--- src/rtl/nbus_pkg.sv ---
// Shared types for the nibble bus slave.
// Assumes: bus control pins are bundled in a fixed order by the top module.
package nbus_pkg;

    // Decoded state of the bus pins after synchronisation.
    typedef enum logic [2:0] {
        BM_IDLE,
        BM_READ,
        BM_WRITE,
        BM_CLASH,
        BM_BACKUP
    } bus_mode_e;

    // Synchronised control pins.
    typedef struct packed {
        logic ale;
        logic cs_pwr;
        logic cs_n;
        logic rd_n;
        logic wr_n;
    } bus_ctl_t;

    localparam int unsigned CTL_W = 5;

endpackage

--- src/rtl/nbus_sync.sv ---
// Multi-stage synchroniser for a bundle of asynchronous bus pins.
// Assumes: each bit is used independently or is stable for several cycles
// around the moment it is used together with other bits.
module nbus_sync #(
    parameter int unsigned         W      = 8,
    parameter int unsigned         STAGES = 2,
    parameter logic [W-1:0]        INIT   = '0
) (
    input  logic         clk,
    input  logic         rst_n,
    input  logic [W-1:0] d,
    output logic [W-1:0] q
);

    logic [W-1:0] stg [STAGES];

    genvar gi;
    generate
        for (gi = 0; gi < STAGES; gi++) begin : g_stage
            if (gi == 0) begin : g_first
                // First stage samples the raw pins.
                always_ff @(posedge clk) begin
                    if (!rst_n) stg[gi] <= INIT;
                    else        stg[gi] <= d;
                end
            end else begin : g_next
                // Later stages settle metastability.
                always_ff @(posedge clk) begin
                    if (!rst_n) stg[gi] <= INIT;
                    else        stg[gi] <= stg[gi-1];
                end
            end
        end
    endgenerate

    assign q = stg[STAGES-1];

endmodule

--- src/rtl/nbus_decode.sv ---
// Decodes the synchronised bus pins into a bus mode and selects the
// register address, either straight through (ale high) or from the latch.
// Assumes: inputs come from nbus_sync; back-up mode outranks all others.
module nbus_decode
    import nbus_pkg::*;
#(
    parameter int unsigned AW = 4
) (
    input  logic          clk,
    input  logic          rst_n,
    input  bus_ctl_t      ctl,
    input  logic [AW-1:0] addr_s,
    output bus_mode_e     mode,
    output logic [AW-1:0] sel_addr
);

    logic [AW-1:0] addr_lat;

    // Address latch follows the pins while ale is high and holds otherwise.
    always_ff @(posedge clk) begin
        if (!rst_n)       addr_lat <= '0;
        else if (ctl.ale) addr_lat <= addr_s;
    end

    // Transparent path while ale is high, latched value once it falls.
    assign sel_addr = ctl.ale ? addr_s : addr_lat;

    // Mode decode: back-up first, then chip select, then the strobe pair.
    always_comb begin
        if (!ctl.cs_pwr) begin
            mode = BM_BACKUP;
        end else if (ctl.cs_n) begin
            mode = BM_IDLE;
        end else begin
            unique case ({ctl.rd_n, ctl.wr_n})
                2'b01:   mode = BM_READ;
                2'b10:   mode = BM_WRITE;
                2'b00:   mode = BM_CLASH;
                default: mode = BM_IDLE;
            endcase
        end
    end

endmodule

--- src/rtl/nbus_access.sv ---
// Turns the bus mode into register-file actions: read drive, read pulse,
// write commit on the strobe's trailing edge, busy guard and the
// prescaler-clear bit.
// Assumes: write address and data are stable while the strobe is low.
module nbus_access
    import nbus_pkg::*;
#(
    parameter int unsigned    AW        = 4,
    parameter int unsigned    DW        = 4,
    parameter logic [AW-1:0]  CTRL_BASE = 4'hD,
    parameter logic [AW-1:0]  RST_ADDR  = 4'hF,
    parameter int unsigned    RST_POS   = 0
) (
    input  logic          clk,
    input  logic          rst_n,
    input  bus_mode_e     mode,
    input  logic          wr_n_s,
    input  logic [AW-1:0] sel_addr,
    input  logic [DW-1:0] data_s,
    input  logic [DW-1:0] reg_rdata,
    input  logic          cnt_busy,
    output logic [DW-1:0] data_out,
    output logic          data_oe,
    output logic          reg_rd,
    output logic          wr_en,
    output logic [AW-1:0] wr_addr,
    output logic [DW-1:0] wr_data,
    output logic          rst_bit,
    output logic          backup
);

    logic          prev_read;
    logic          prev_write;
    logic [AW-1:0] hold_addr;
    logic [DW-1:0] hold_data;
    logic          commit;
    logic          commit_ok;

    // Write ends when the strobe rises after a write cycle, outside back-up.
    assign commit    = prev_write && wr_n_s && (mode != BM_BACKUP);
    assign commit_ok = commit && ((hold_addr >= CTRL_BASE) || !cnt_busy);

    // Remember the previous mode for edge detection.
    always_ff @(posedge clk) begin
        if (!rst_n) begin
            prev_read  <= 1'b0;
            prev_write <= 1'b0;
        end else begin
            prev_read  <= (mode == BM_READ);
            prev_write <= (mode == BM_WRITE);
        end
    end

    // Capture write address and data while the strobe is low.
    always_ff @(posedge clk) begin
        if (!rst_n) begin
            hold_addr <= '0;
            hold_data <= '0;
        end else if (mode == BM_WRITE) begin
            hold_addr <= sel_addr;
            hold_data <= data_s;
        end
    end

    // Read drive, read pulse and back-up flag.
    always_ff @(posedge clk) begin
        if (!rst_n) begin
            data_oe  <= 1'b0;
            data_out <= '0;
            reg_rd   <= 1'b0;
            backup   <= 1'b1;
        end else begin
            data_oe  <= (mode == BM_READ);
            data_out <= (mode == BM_READ) ? reg_rdata : '0;
            reg_rd   <= (mode == BM_READ) && !prev_read;
            backup   <= (mode == BM_BACKUP);
        end
    end

    // Write commit strobe toward the register file.
    always_ff @(posedge clk) begin
        if (!rst_n) begin
            wr_en   <= 1'b0;
            wr_addr <= '0;
            wr_data <= '0;
        end else begin
            wr_en <= commit_ok;
            if (commit_ok) begin
                wr_addr <= hold_addr;
                wr_data <= hold_data;
            end
        end
    end

    // Prescaler-clear bit: set by a write, cleared by back-up mode.
    always_ff @(posedge clk) begin
        if (!rst_n) begin
            rst_bit <= 1'b0;
        end else if (mode == BM_BACKUP) begin
            rst_bit <= 1'b0;
        end else if (commit_ok && (hold_addr == RST_ADDR)) begin
            rst_bit <= hold_data[RST_POS];
        end
    end

endmodule

--- src/rtl/nbus_slave.sv ---
// Top of the nibble bus slave: synchronises the bus pins, decodes the mode
// and drives register-file strobes and the data nibble.
// Assumes: the register file answers reg_rdata combinationally from reg_addr.
module nbus_slave
    import nbus_pkg::*;
#(
    parameter int unsigned   AW          = 4,
    parameter int unsigned   DW          = 4,
    parameter int unsigned   SYNC_STAGES = 2,
    parameter logic [AW-1:0] CTRL_BASE   = 4'hD,
    parameter logic [AW-1:0] RST_ADDR    = 4'hF,
    parameter int unsigned   RST_POS     = 0
) (
    input  logic          clk,
    input  logic          rst_n,
    input  logic          ale,
    input  logic          cs_pwr,
    input  logic          cs_n,
    input  logic          rd_n,
    input  logic          wr_n,
    input  logic [AW-1:0] addr,
    input  logic [DW-1:0] data_in,
    output logic [DW-1:0] data_out,
    output logic          data_oe,
    output logic [AW-1:0] reg_addr,
    input  logic [DW-1:0] reg_rdata,
    output logic          reg_rd,
    output logic          wr_en,
    output logic [AW-1:0] wr_addr,
    output logic [DW-1:0] wr_data,
    input  logic          cnt_busy,
    output logic          rst_bit,
    output logic          backup
);

    localparam int unsigned   SW        = CTL_W + AW + DW;
    localparam logic [CTL_W-1:0] CTL_INIT = 5'b00111;
    localparam logic [SW-1:0] SYNC_INIT = {CTL_INIT, {(AW + DW){1'b0}}};

    logic [SW-1:0] pins_raw;
    logic [SW-1:0] pins_s;
    bus_ctl_t      ctl_s;
    logic [AW-1:0] addr_s;
    logic [DW-1:0] data_s;
    bus_mode_e     mode;
    logic [AW-1:0] sel_addr;

    assign pins_raw = {ale, cs_pwr, cs_n, rd_n, wr_n, addr, data_in};
    assign ctl_s    = pins_s[SW-1 -: CTL_W];
    assign addr_s   = pins_s[AW+DW-1 -: AW];
    assign data_s   = pins_s[DW-1:0];
    assign reg_addr = sel_addr;

    nbus_sync #(
        .W      (SW),
        .STAGES (SYNC_STAGES),
        .INIT   (SYNC_INIT)
    ) i_sync (
        .clk   (clk),
        .rst_n (rst_n),
        .d     (pins_raw),
        .q     (pins_s)
    );

    nbus_decode #(
        .AW (AW)
    ) i_decode (
        .clk      (clk),
        .rst_n    (rst_n),
        .ctl      (ctl_s),
        .addr_s   (addr_s),
        .mode     (mode),
        .sel_addr (sel_addr)
    );

    nbus_access #(
        .AW        (AW),
        .DW        (DW),
        .CTRL_BASE (CTRL_BASE),
        .RST_ADDR  (RST_ADDR),
        .RST_POS   (RST_POS)
    ) i_access (
        .clk       (clk),
        .rst_n     (rst_n),
        .mode      (mode),
        .wr_n_s    (ctl_s.wr_n),
        .sel_addr  (sel_addr),
        .data_s    (data_s),
        .reg_rdata (reg_rdata),
        .cnt_busy  (cnt_busy),
        .data_out  (data_out),
        .data_oe   (data_oe),
        .reg_rd    (reg_rd),
        .wr_en     (wr_en),
        .wr_addr   (wr_addr),
        .wr_data   (wr_data),
        .rst_bit   (rst_bit),
        .backup    (backup)
    );

endmodule

--- config.mk ---
export PLATFORM = sky130hd
export DESIGN_NAME = nbus_slave
export DESIGN_NICKNAME = d
export VERILOG_FILES = /design/src/rtl/nbus_pkg.sv /design/src/rtl/nbus_sync.sv /design/src/rtl/nbus_decode.sv /design/src/rtl/nbus_access.sv /design/src/rtl/nbus_slave.sv
export SDC_FILE = /design/constraint.sdc
export NUM_CORES = 1
export LEC_CHECK = 0
export ABC_AREA = 1
export CAP_MARGIN = 20
export CORE_UTILIZATION = 45
export DETAILED_ROUTE_END_ITERATION = 7
export DONT_BUFFER_PORTS = 1
export GPL_TIMING_DRIVEN = 0
export PLACE_DENSITY = 0.57
export SYNTH_ARGS = -nofsm -noshare
export SYNTH_HDL_FRONTEND = slang
export SYNTH_SLANG_ARGS = --single-unit
export TNS_END_PERCENT = 30
--- constraint.sdc ---
create_clock -name clk -period 2.45 [get_ports clk]
set_clock_uncertainty 0.2 [all_clocks]
set_input_delay 0.49 -clock clk [delete_from_list [all_inputs] [get_ports clk]]
set_output_delay 0.49 -clock clk [all_outputs]
set_load 0.03 [all_outputs]
==> results.toml, run 1 <==
[critical_path]
regToRegSetupSlack_ns = 1.03
r2r-end = "i_access.hold_addr[0]$_SDFFE_PN0N_"
startpoint_type = "flip-flop"
worstSetupStartpoint = "i_sync.stg[1][12]$_SDFF_PN0_"
path_max_fanout = 8
arrival_ns = 1.21
cp_slowest_cell = "o21a_1"
cpPeakStageDelay_ns = 0.36
path_cells = "buf_2, nand2_1, o21a_1"
critPathCaptureType = "output port"
r2r_cells = 5
critPathKind = "flip-flop to output port"
critPathRequiredTime_ns = 1.76
reg2reg_from = "i_sync.stg[1][12]$_SDFF_PN0_"

[detailed_routing]
drt-pass1-iter-count = 3
wirelength_mm = 2.67
drt-vias-per-instance = 4.35
drcViolationCount = 0
antenna_left = 0
wire_per_inst_um = 9.71
drt-initial-drc-count = 27
dr_total_vias = 1196

[run_status]
outcome = "completed"

[cells_and_area]
utilization_pct = 52.3
final_cell_area_um2 = 1970
stdcell_count = 275
area_growth_syn_to_layout_pct = 8.25
nets = 246
drive_gt1_share_pct = 8.81
antenna_cells = 0
n_fill_cell = 361

[synth]
ys_warn_count = 0
yosysSeqAreaShare_pct = 61.6
syn_area_um2 = 1820
synth.largest_area_cell = "dfxtp_1"
synth_top_family_by_area = "simple AND/OR/NAND/NOR gates"
yosysTopAreaCellShare_pct = 61.6
syn-num-nets = 239
ys_top_cells_by_area = "dfxtp_1 (62%), inv_1 (9.5%), nand2_1 (7.8%), nor2_1 (7.4%), o21ai_0 (3.3%)"
ys_ff_latch = 56
synth_compound_area_share_pct = 6.60
synth.avg_cell_area_um2 = 8.31
synth.distinct_cells = 18
postSynthCellCount = 219
yosys.area_share.simple_pct = 19.9
synth_xor_area_share_pct = 0
synth.area.mux_share_pct = 0
synthAdderAreaFrac_pct = 0

[clock_tree]
cts_made_buffers = 5
cts_root_buffer = "clkbuf_8"
cts_resized = 0
clkTransAtPathRegs_ns = 0.09
clk-insertion-delay-late_ns = 0.30
ctsHtreeMaxLevel = 2
clk_path_buf_depth = 2
cts_setup_buffers = 0
cts_sinks = 56
hold_buffers = 0
tritoncts = "yes"

[grt]
overflow = 0
grt_max_degree = 16
antenna_found_initial = 0
grt_pass1_vias = 1084
grt_usage_pct = 14.4
grt_first_pass_wirelength_mm = 4.57

[timing]
post-route-period-util_pct = 77.4
slew_violations = 0
fmax_ghz = 0.528
tns_ns = 0
min_period_ns = 1.90
setup_violations = 0
rsz0062_at_grt = "no"
worst_pin_slew_ns = 0.394
relSlewSlack_pct = 73.7
finalHoldViolCount = 0

[floorplan]
fp.coreArea_um2 = 3770
die-height_um = 65.6
ioPinCount = 41
die_area_um2 = 4300
die_w_um = 65.6
start_util_pct = 48.3
std_cell_rows = 22

[min_path]
hold-path-cell-count = 2
min_path_type = "primary input to flip-flop"
worstHoldEndpoint = "i_sync.stg[0][2]$_SDFF_PN0_"
hp-start = "data_in[2]"

[place]
post-dp-hpwl_mm = 1.99
place_area_um2 = 1880
port_buffers = 0
dpl.cell_count = 267
gp_congestion = 0.695

[pwr]
p_leak_nw = 0.989
power_density_nw_per_um2 = 764
total_power_mw = 1.50
irDropWorstVdd_v = 0.000422

[run]
cap_viol_max_count = 0
-- flip-flops by register name, summed over array words and instances (netlist names) --
name	cells
i_access.reg_rd	1
i_access.hold_data	4
i_access.backup	1
i_access.data_oe	1
i_access.rst_bit	1
i_access.hold_addr	4
i_access.prev_write	1
i_access.wr_data	4
i_access.wr_addr	4
i_sync.stg	26
i_decode.addr_lat	4
i_access.data_out	4
i_access.wr_en	1
-- per-layer routing --
metal / share of wire [%] / vias to the layer above / track usage, %
met1: 46 / 510 / 15.9
met4: 1.8 / 0 / 7.34
met3: 6.9 / 5 / 6.60
met5: 0 / - / 0
li1: - / 649 / -
met2: 46 / 32 / 22.9
-- stage by stage --
step                hold WS [ns]  setup WS (ns)
floorplan                  0.190          0.972
global placement           0.193          0.916
detailed placement         0.197          0.893
CTS                       0.0715          0.551
global route              0.0700          0.496
finish                    0.0816          0.555
-- worst max-delay path, delay by kind of cell (launching register included) --
kind / cells / cell delay, ns
AOI/OAI and AO/OA: 1 / 0.36
DFF: 1 / 0.31
buffers and inverters: 1 / 0.15
and+or+nand+nor: 1 / 0.08
-- layout by cell type, fill, tap and decap left out, drive strengths merged --
master / n
a21oi: 5
buf: 6
clkbuf: 10
dfxtp: 56
inv: 46
nand2: 40
nand3: 2
nand4: 2
nor2: 37
o21a: 4
o21ai: 13
or2: 6
-- cells in the mapped netlist --
cell	count
o21ai_0	12
buf_2	3
or2_2	6
nor2_1	36
a21oi_1	5
nand3_1	2
buf_6	1
nor2_4	1
nand4_1	2
o21a_1	4
nand2_1	38
dfxtp_1	56
inv_1	46
o21ai_1	1
buf_1	1
buf_4	1
nand2_2	2
clkbuf_1	2
-- worst max path at each step --
stage	slack, ns	cells after the start	endpoint
floorplan	0.97	3	reg_addr[2]
global placement	0.92	3	reg_addr[0]
detailed placement	0.89	3	reg_addr[0]
CTS	0.55	3	reg_addr[0]
global route	0.50	3	reg_addr[0]
finish	0.55	3	reg_addr[0]
-- cell families (layout without fill, tap and decap cells) --
| family | count (synthesis) | after routing |
|---|---|---|
| AO/OA/AOI/OAI | 22 | 22 |
| buffers and inverters | 54 | 62 |
| flip-flops | 56 | 56 |
| AND/OR/NAND/NOR | 87 | 87 |
-- layout make-up --
class / instances / area [um2] / share of cell area, %
Buffer: 8 / 45.0 / 2.29
Clock buffer: 8 / 90.1 / 4.57
Inverter: 46 / 173 / 8.76
Multi-Input combinational cell: 109 / 482 / 24.4
Sequential cell: 56 / 1120 / 56.9
Tap cell: 48 / 60.1 / 3.05
-- report_power, final --
part | switching [mW] | leakage (nW) | internal, mW
Combinational | 0.0445 | 0.486 | 0.0207
Clock | 0.268 | 0.0455 | 0.231
Sequential | 0.00683 | 0.457 | 0.933
Note: power is estimated with default switching activity, not from simulation.
==> run 2, diff against run 1 <==
--- a/config.mk
+++ b/config.mk
@@ -11,7 +11,7 @@
 export DETAILED_ROUTE_END_ITERATION = 7
 export DONT_BUFFER_PORTS = 1
 export GPL_TIMING_DRIVEN = 0
-export PLACE_DENSITY = 0.57
+export PLACE_DENSITY = 0.59
 export SYNTH_ARGS = -nofsm -noshare
 export SYNTH_HDL_FRONTEND = slang
 export SYNTH_SLANG_ARGS = --single-unit
==> constraint.sdc (replaced) <==
create_clock -name clk -period 1.6 [get_ports clk]
set_clock_uncertainty 0.2 [all_clocks]
set_input_delay 0.32 -clock clk [delete_from_list [all_inputs] [get_ports clk]]
set_output_delay 0.32 -clock clk [all_outputs]
set_load 0.03 [all_outputs]
==> results.toml, run 2 (synthesis results as in run 1) <==
[pwr]
intPower_mw = 1.88
net-switching-power_mw = 0.494
total_power_mw = 2.38
p_clk_share_pct = 33.2
seqPwrFrac_pct = 60.6
power_density_nw_per_um2 = 1090
irDropWorstVdd_v = 0.000570
p_leak_nw = 1.08
power_frac_comb_pct = 6.2
p_sw_share_pct = 20.8

[clock_tree]
ctsHtreeMaxLevel = 2
cts_root_buffer = "clkbuf_8"
tritoncts = "yes"
clk-insertion-delay-late_ns = 0.30
cts_made_buffers = 5
cts_sinks = 56
clkTransAtPathRegs_ns = 0.09
clk_path_buf_depth = 2

[floorplan]
std_cell_rows = 22
die_area_um2 = 4300
die-height_um = 65.6
fp.coreArea_um2 = 3770
die_w_um = 65.6
start_util_pct = 48.3
ioPinCount = 41

[detailed_routing]
drt-initial-drc-count = 47
drt-vias-per-instance = 4.38
drcViolationCount = 0
drt-pass1-iter-count = 4
dr_total_vias = 1276
wire_per_inst_um = 10.3
wirelength_mm = 3.00
antenna_left = 0

[cells_and_area]
top_register = "i_sync.stg"
area_growth_syn_to_layout_pct = 20.3
final_cell_area_um2 = 2190
largest_register_ffs = 26
antenna_cells = 0
mostFrequentLayoutCells = "dfxtp_1 (56), inv_1 (46), nor2_1 (36)"
utilization_pct = 58.1
nets = 263
final_common_cell = "dfxtp_1"
drive_gt1_share_pct = 11.5

[place]
post-dp-hpwl_mm = 2.08
gp_congestion = 0.684
port_buffers = 0
place_worst_setup_slack_ns = 0.219
place_area_um2 = 1880

[timing]
setup_violations = 0
tns_ns = 0
min_period_ns = 1.54
setup_ws_ns = 0.0555
finalHoldViolCount = 0
relSlewSlack_pct = 75.4
worst_pin_slew_ns = 0.369
slew_violations = 0
post-route-period-util_pct = 96.5
fmax_ghz = 0.647

[critical_path]
cp_slowest_cell = "dfxtp_1"
critPathBufInv = 1
startpoint_type = "flip-flop"
regToRegSetupSlack_ns = 0.25
path_cells = "buf_6, nand2_1, o21a_4"
cpPeakStageDelay_ns = 0.31
critPathKind = "flip-flop to output port"
critPathCaptureType = "output port"
path_max_fanout = 8
arrival_ns = 1.02
cp_top_family = "flip-flops"
critPathRequiredTime_ns = 1.08

[run_status]
outcome = "completed"

[min_path]
min_path_type = "primary input to flip-flop"

[grt]
grt_first_pass_wirelength_mm = 5.02
overflow = 0
grt_usage_pct = 16.0
antenna_found_initial = 0
grt_max_degree = 16
grt_pass1_vias = 1208

[run]
cap_viol_max_count = 0
-- run 2: cell types whose count changed in the layout (fill, tap and decap cells not counted) --
cell	change
nand2_2	+3
clkbuf_1	-2
buf_2	-1
o21a_4	+4
clkbuf_8	+1
dlygate4sd3_1	+17
buf_6	+1
o21a_1	-4
nand2_1	-3
-- run 2: final timing paths --
kind | from | endpoint | depth (start not counted)
max | i_sync.stg[1][12]$_SDFF_PN0_ | reg_addr[0] | 3
min | rst_n | i_access.backup$_SDFF_PN1_ | 2
max reg2reg | i_access.hold_addr[2]$_SDFFE_PN0N_ | i_access.wr_addr[0]$_SDFFE_PN0P_ | 8
min reg2reg | i_sync.stg[0][8]$_SDFF_PN1_ | i_sync.stg[1][8]$_SDFF_PN1_ | 1
-- run 2: power groups by stage --
stage          logic, mW  registers [mW]  clock network (mW)
2_1_floorplan     0.0851            1.47                   0
3_5_place_dp       0.103            1.47                   0
4_1_cts            0.137            1.44               0.813
3_3_place_gp      0.0985            1.47                   0
6_report           0.148            1.44               0.789
5_1_grt            0.167            1.45               0.880
-- run 2: layout make-up --
class,instances,area [um2]
buffer,8,51.3
clock buffer,7,96.3
fill,318,1580
inverter,46,173
multi-input combinational,109,519
sequential,56,1120
tap,48,60.1
timing repair buffer,17,170
-- run 2: metrics by stage --
step / cells / hold WS, ns
final: 291 / 0.0799
after global routing: 291 / 0.0883
after CTS: 291 / 0.0803
after detailed placement: 267 / 0.199
after global placement: 267 / 0.196
after floorplan: 219 / 0.190
-- run 2: what timing repair did --
action	in CTS	in global routing
endpoints found under the setup margin	4	4
hold endpoints to repair	17	0
resized for setup	4	10
buffers inserted	0	0
hold buffers	17	0
-- run 2: worst reg2reg max path, stage by stage, from the launching register on --
cell and delay, ns:
dfxtp_1 0.37, nand2_1 0.08, inv_1 0.06, nand2_1 0.05, nand2_2 0.07, nand2_2 0.06, buf_6 0.13, o21ai_0 0.17
nor2_1 0.06
-- run 2: per-layer routing --
metal	routed length [um]	GRT usage (%)	vias up
met1	1310	15.6	561
met3	129	5.90	7
met5	0	0	-
met4	54	7.34	0
li1	-	-	678
met2	1510	29.5	30
